<file path="config.mk">
export PLATFORM = sky130hd
export DESIGN_NAME = ptw_top
export DESIGN_NICKNAME = d
export VERILOG_FILES = /design/src/rtl/ptw_pkg.sv /design/src/rtl/ptw_index_split.sv /design/src/rtl/ptw_entry_addr.sv /design/src/rtl/ptw_entry_decode.sv /design/src/rtl/ptw_top.sv
export SDC_FILE = /design/constraint.sdc
export NUM_CORES = 1
export LEC_CHECK = 0
export BUFFER_PORTS_ARGS = -buffer_cell sky130_fd_sc_hd__buf_2
export CORE_MARGIN = 2
export CORE_UTILIZATION = 45
export DETAILED_ROUTE_END_ITERATION = 10
export GPL_TIMING_DRIVEN = 0
export PLACE_DENSITY = 0.85
export SKIP_CTS_REPAIR_TIMING = 1
export SLEW_MARGIN = 10
export SYNTH_ARGS = -nofsm -noshare
export SYNTH_HDL_FRONTEND = slang
export SYNTH_SLANG_ARGS = --single-unit
export TNS_END_PERCENT = 5
</file>
<file path="constraint.sdc">
create_clock -name clk_i -period 1.5 [get_ports clk_i]
set_input_delay 0 -clock clk_i [delete_from_list [all_inputs] [get_ports clk_i]]
set_output_delay 0 -clock clk_i [all_outputs]
set_load 0.02 [all_outputs]
</file>
<file path="src/rtl/ptw_pkg.sv">
package ptw_pkg;

    typedef enum logic [2:0] {
        WALK_IDLE,
        WALK_DIR,
        WALK_TBL,
        WALK_OK,
        WALK_FLT
    } walk_state_e;

    // entry bit that marks the next level as resident
    localparam int unsigned ENTRY_PRESENT_BIT = 0;

endpackage

</file>
<file path="src/rtl/ptw_index_split.sv">
module ptw_index_split #(
    parameter  int ADDR_W = 32,
    parameter  int HI_W   = 10,
    parameter  int MID_W  = 10,
    localparam int OFS_W  = ADDR_W - HI_W - MID_W
) (
    input  logic [ADDR_W-1:0] lin_i,
    output logic [HI_W-1:0]   hi_o,
    output logic [MID_W-1:0]  mid_o,
    output logic [OFS_W-1:0]  ofs_o
);

    assign hi_o  = lin_i[ADDR_W-1 -: HI_W];
    assign mid_o = lin_i[OFS_W +: MID_W];
    assign ofs_o = lin_i[OFS_W-1:0];

endmodule

</file>
<file path="src/rtl/ptw_entry_addr.sv">
module ptw_entry_addr #(
    parameter  int ADDR_W      = 32,
    parameter  int FRAME_W     = 20,
    parameter  int IDX_W       = 10,
    parameter  int ENTRY_BYTES = 4,
    localparam int OFS_W       = ADDR_W - FRAME_W,
    localparam int SHIFT       = $clog2(ENTRY_BYTES)
) (
    input  logic [FRAME_W-1:0] frame_i,
    input  logic [IDX_W-1:0]   idx_i,
    output logic [ADDR_W-1:0]  addr_o
);

    logic [ADDR_W-1:0] base_w;
    logic [ADDR_W-1:0] step_w;

    assign base_w = {frame_i, {OFS_W{1'b0}}};
    assign step_w = ADDR_W'(idx_i) << SHIFT;
    assign addr_o = base_w + step_w;

endmodule

</file>
<file path="src/rtl/ptw_entry_decode.sv">
module ptw_entry_decode
    import ptw_pkg::*;
#(
    parameter int ADDR_W  = 32,
    parameter int FRAME_W = 20
) (
    input  logic [ADDR_W-1:0]  entry_i,
    output logic               present_o,
    output logic [FRAME_W-1:0] frame_o
);

    assign present_o = entry_i[ENTRY_PRESENT_BIT];
    assign frame_o   = entry_i[ADDR_W-1 -: FRAME_W];

endmodule

</file>
<file path="src/rtl/ptw_top.sv">
module ptw_top
    import ptw_pkg::*;
#(
    parameter  int ADDR_W      = 32,
    parameter  int DIR_W       = 10,
    parameter  int TBL_W       = 10,
    parameter  int ENTRY_BYTES = 4,
    localparam int OFS_W       = ADDR_W - DIR_W - TBL_W,
    localparam int FRAME_W     = ADDR_W - OFS_W
) (
    input  logic              clk_i,
    input  logic              rst_ni,
    input  logic [ADDR_W-1:0] dir_base_i,
    input  logic              start_i,
    input  logic [ADDR_W-1:0] lin_addr_i,
    output logic              mem_req_o,
    output logic [ADDR_W-1:0] mem_addr_o,
    input  logic              mem_valid_i,
    input  logic [ADDR_W-1:0] mem_rdata_i,
    output logic              done_o,
    output logic              fault_o,
    output logic [ADDR_W-1:0] phys_addr_o
);

    typedef struct packed {
        walk_state_e        st;
        logic [ADDR_W-1:0]  lin;
        logic [FRAME_W-1:0] root;
        logic [FRAME_W-1:0] tbl;
        logic [ADDR_W-1:0]  phys;
    } walk_s;

    walk_s walk_d, walk_q;

    logic [DIR_W-1:0]   dir_idx_w;
    logic [TBL_W-1:0]   tbl_idx_w;
    logic [OFS_W-1:0]   ofs_w;
    logic [ADDR_W-1:0]  dir_ent_addr_w;
    logic [ADDR_W-1:0]  tbl_ent_addr_w;
    logic               ent_present_w;
    logic [FRAME_W-1:0] ent_frame_w;

    ptw_index_split #(
        .ADDR_W (ADDR_W),
        .HI_W   (DIR_W),
        .MID_W  (TBL_W)
    ) u_split (
        .lin_i  (walk_q.lin),
        .hi_o   (dir_idx_w),
        .mid_o  (tbl_idx_w),
        .ofs_o  (ofs_w)
    );

    ptw_entry_addr #(
        .ADDR_W      (ADDR_W),
        .FRAME_W     (FRAME_W),
        .IDX_W       (DIR_W),
        .ENTRY_BYTES (ENTRY_BYTES)
    ) u_dir_addr (
        .frame_i (walk_q.root),
        .idx_i   (dir_idx_w),
        .addr_o  (dir_ent_addr_w)
    );

    ptw_entry_addr #(
        .ADDR_W      (ADDR_W),
        .FRAME_W     (FRAME_W),
        .IDX_W       (TBL_W),
        .ENTRY_BYTES (ENTRY_BYTES)
    ) u_tbl_addr (
        .frame_i (walk_q.tbl),
        .idx_i   (tbl_idx_w),
        .addr_o  (tbl_ent_addr_w)
    );

    ptw_entry_decode #(
        .ADDR_W  (ADDR_W),
        .FRAME_W (FRAME_W)
    ) u_decode (
        .entry_i   (mem_rdata_i),
        .present_o (ent_present_w),
        .frame_o   (ent_frame_w)
    );

    always_comb begin
        walk_d = walk_q;
        case (walk_q.st)
            WALK_IDLE: begin
                if (start_i) begin
                    walk_d.st   = WALK_DIR;
                    walk_d.lin  = lin_addr_i;
                    walk_d.root = dir_base_i[ADDR_W-1 -: FRAME_W];
                end
            end
            WALK_DIR: begin
                if (mem_valid_i) begin
                    if (ent_present_w) begin
                        walk_d.st  = WALK_TBL;
                        walk_d.tbl = ent_frame_w;
                    end else begin
                        walk_d.st   = WALK_FLT;
                        walk_d.phys = '0;
                    end
                end
            end
            WALK_TBL: begin
                if (mem_valid_i) begin
                    if (ent_present_w) begin
                        walk_d.st   = WALK_OK;
                        walk_d.phys = {ent_frame_w, ofs_w};
                    end else begin
                        walk_d.st   = WALK_FLT;
                        walk_d.phys = '0;
                    end
                end
            end
            WALK_OK:  walk_d.st = WALK_IDLE;
            WALK_FLT: walk_d.st = WALK_IDLE;
            default:  walk_d.st = WALK_IDLE;
        endcase
    end

    always_ff @(posedge clk_i) begin
        if (!rst_ni) begin
            walk_q.st   <= WALK_IDLE;
            walk_q.lin  <= '0;
            walk_q.root <= '0;
            walk_q.tbl  <= '0;
            walk_q.phys <= '0;
        end else begin
            walk_q <= walk_d;
        end
    end

    assign mem_req_o   = (walk_q.st == WALK_DIR) || (walk_q.st == WALK_TBL);
    assign mem_addr_o  = (walk_q.st == WALK_TBL) ? tbl_ent_addr_w : dir_ent_addr_w;
    assign done_o      = (walk_q.st == WALK_OK) || (walk_q.st == WALK_FLT);
    assign fault_o     = (walk_q.st == WALK_FLT);
    assign phys_addr_o = walk_q.phys;

endmodule

</file>
==> results.md <==
* Final hold violations at 2
* CTS clk-pin slew, worst paths at 100 ps
* Rows at 36
* Max Slew Vio Count at 0
* Multiplexer share of the synthesized area at 11.8%
* Global Route Usage Sum at 21.5%
* DR vias/cell at 5.26
* DRC viols at 0
* CP max stage cell: mux2_2
* Largest stage delay, worst path at 350 ps
* Xor and xnor area share after synthesis at 0%
* Ranking of synthesized cells by area: dfxtp_1 47%, nand2_1 12%, mux2_2 7.4%
* Total core area at 9770 um^2
* Crit path DAT at 1870 ps
* Library cells used by synthesis at 25
* Die area at 10900 um^2
* VDD IR max at 0.676 mV
* Register area share after synthesis at 47.1%
* Initial antenna violation count at 0
* Rel. slew slack at 62.2%
* Nets at 814
* Number of flops mapped to enable cells by yosys at 0
* Register bit total from synthesis at 107
* Initial core utilization at 46.5%
* Die height at 104 um
* Asr flop ratio synth at 0%
* Actual slew at the worst max-slew pin at 565 ps
* Mapped Cells at 483
* Largest net degree at the start of global routing at 17
* Crit-path leading delay family: buffers and inverters
* Post-synth top area cell: dfxtp_1
* Worst EP required at 1500 ps
* Clock sinks at 107
* YS warnings at 0
* TritonCTS clock tree: yes
* Worst-path fanout max at 6
* I/O Buffers at 140
* I/O Pins at 167
* Antenna viol nets, final at 0
* Max Cap Violations at 0
* Vias at 4475
* Simple-Gate Fraction of Synth Area at 14.4%
* Final core occ at 70.2%
* First-iteration detailed-routing DRC count at 224
* Antenna Cells at 0
* Final period demand of the worst path at 1870 ps
* PwrDens at 895 nW/um^2
* First-pass GRT wire length at 18900 um
* DIE WIDTH at 104 um
* Final worst setup slack at -369 ps
* Fraction of layout instances using a drive strength above 1 at 35.4%
* Depth of the CTS H-tree at 3
* Top-area cell type share of the netlist area at 47.1%
* Failing checks: negative hold slack, negative setup slack
* Placer Congestion at 0.867
* Critical Path Source Type: register
* Synth cell count leaders: 145 x nand2_1, 107 x dfxtp_1, 34 x buf_4, 32 x a32o_1, 30 x mux2_2
* Pleak at 3.04 nW
* CP cell instances: buf_6, nand2b_4, nor2_4, buf_12, buf_12, mux2_2, buf_6
* Crit Path Category: register to primary output
* Top FF cell, synth: dfxtp_1
* RSZ-0062 raised after global routing: yes
* Pre-antenna DRT Iters at 5
* Largest family of logic cells by synthesized area: compound AO/OA/AOI/OAI gates
* Fin crit share at 125%
* DR WL/cell at 18.0 um
* Total CTS buffers at 9
* Clock Tree Buf Depth at 2
* Fillers at 696
* Max Clk Rate at 0.535 GHz
* Total congestion overflow at 0
* Number of global-route vias before repair at 4002
* Final setup vio count at 116
* Routed WL at 15300 um
* HP Class: primary input to register
* Clock skew at 11.7 ps
* Post-synthesis compound-gate area fraction at 16.7%
* Root Buffer: clkbuf_8
* Worst-Skew Late Latency at 370 ps
* Hold Slack at -15.7 ps
* Top-count cell post-synth: nand2_1
* CP Buf/Inv Count at 4
* Outcome: complete, but fails checks
* Adder-Cell Fraction of Synth Area at 0%
* Detail Placement HPWL at 8840 um
* Syn Area/Cell at 9.41 um^2
* Post-synthesis cell area at 4540 um^2
* Area Overhead vs Synth at 51.1%
* Crit end category: primary output
* Pwr Total at 6.15 mW
[report_power, final]
part / total (mW) / internal [mW] / leakage [nW] / switching [mW]
clock network: 2.01 / 1.02 / 0.115 / 0.987
registers: 3.03 / 2.96 / 0.872 / 0.0770
logic: 1.10 / 0.567 / 2.05 / 0.536
[worst register-to-register path: stages (launching register included)]
cell      delay, ps
dfxtp_2         330
buf_6           120
buf_4           150
nor4b_4         500
buf_2           340
nand2_1         100
a21boi_0        210
[routing by layer]
layer	track usage [%]	wire length [um]
met2	36.6	8030
met3	5.01	827
met5	0	0
met4	9.65	650
met1	25.6	5780
[cell usage in the layout, fill, tap and decap left out, types with 20 or more instances in the layout]
cell / synthesis / final
a21boi_0: 29 / 29
dlygate4sd3_1: 0 / 74
a32o_1: 32 / 32
buf_2: 9 / 116
buf_6: 4 / 35
a21boi_1: 23 / 23
nand2_1: 145 / 145
mux2_4: 0 / 26
buf_4: 34 / 38
dfxtp_1: 107 / 105
mux2i_1: 20 / 20
[through the flow]
stage | hold slack [ps] | instance area (um^2) | setup TNS, ps | std cells | setup slack (ps)
detailed placement | 238 | 5420 | -38810 | 757 | -493
floorplan | 126 | 4550 | -2460 | 484 | -46.4
CTS | -159 | 5640 | -54440 | 772 | -691
global route | 9.79 | 6860 | -37020 | 851 | -452
finish | -15.7 | 6860 | -29240 | 851 | -369
global placement | 229 | 5420 | -33430 | 757 | -465
[state kept, by name, summed over array words and instances (netlist names)]
signal	flops
walk_q	75
phys_addr_o	32
[cell type report]
type | count | area, um^2 | share of cell area (%)
sequential | 107 | 2140 | 31.2
buffer | 72 | 503 | 7.33
clock inverter | 4 | 73.8 | 1.08
inverter | 1 | 3.75 | 0.0547
tap | 133 | 166 | 2.42
multi-input combinational | 303 | 2080 | 30.3
clock buffer | 11 | 151 | 2.21
timing repair buffer | 220 | 1740 | 25.3
[path summary, 6_finish.rpt]
kind | from | to | slack, ps | cells past startpoint
worst min register to register | walk_q[94]$_SDFFE_PN0P_ | walk_q[94]$_SDFFE_PN0P_ | 460 | 2
worst max-delay path | walk_q[104]$_SDFFE_PN0P_ | mem_addr_o[3] | -370 | 7
worst min-delay path | mem_rdata_i[0] | walk_q[105]$_SDFFE_PN0P_ | -20 | 3
worst max register to register | walk_q[104]$_SDFFE_PN0P_ | walk_q[56]$_SDFFE_PN0P_ | -320 | 6
[logic make-up (layout without fill, tap and decap cells)]
logic type,count (synthesis),after routing
AO/OA/AOI/OAI,91,91
multiplexers,50,50
AND/OR/NAND/NOR,160,160
flip-flops,107,107
other,1,2
buffers and inverters,74,308
Note: power is estimated with default switching activity, not from simulation.
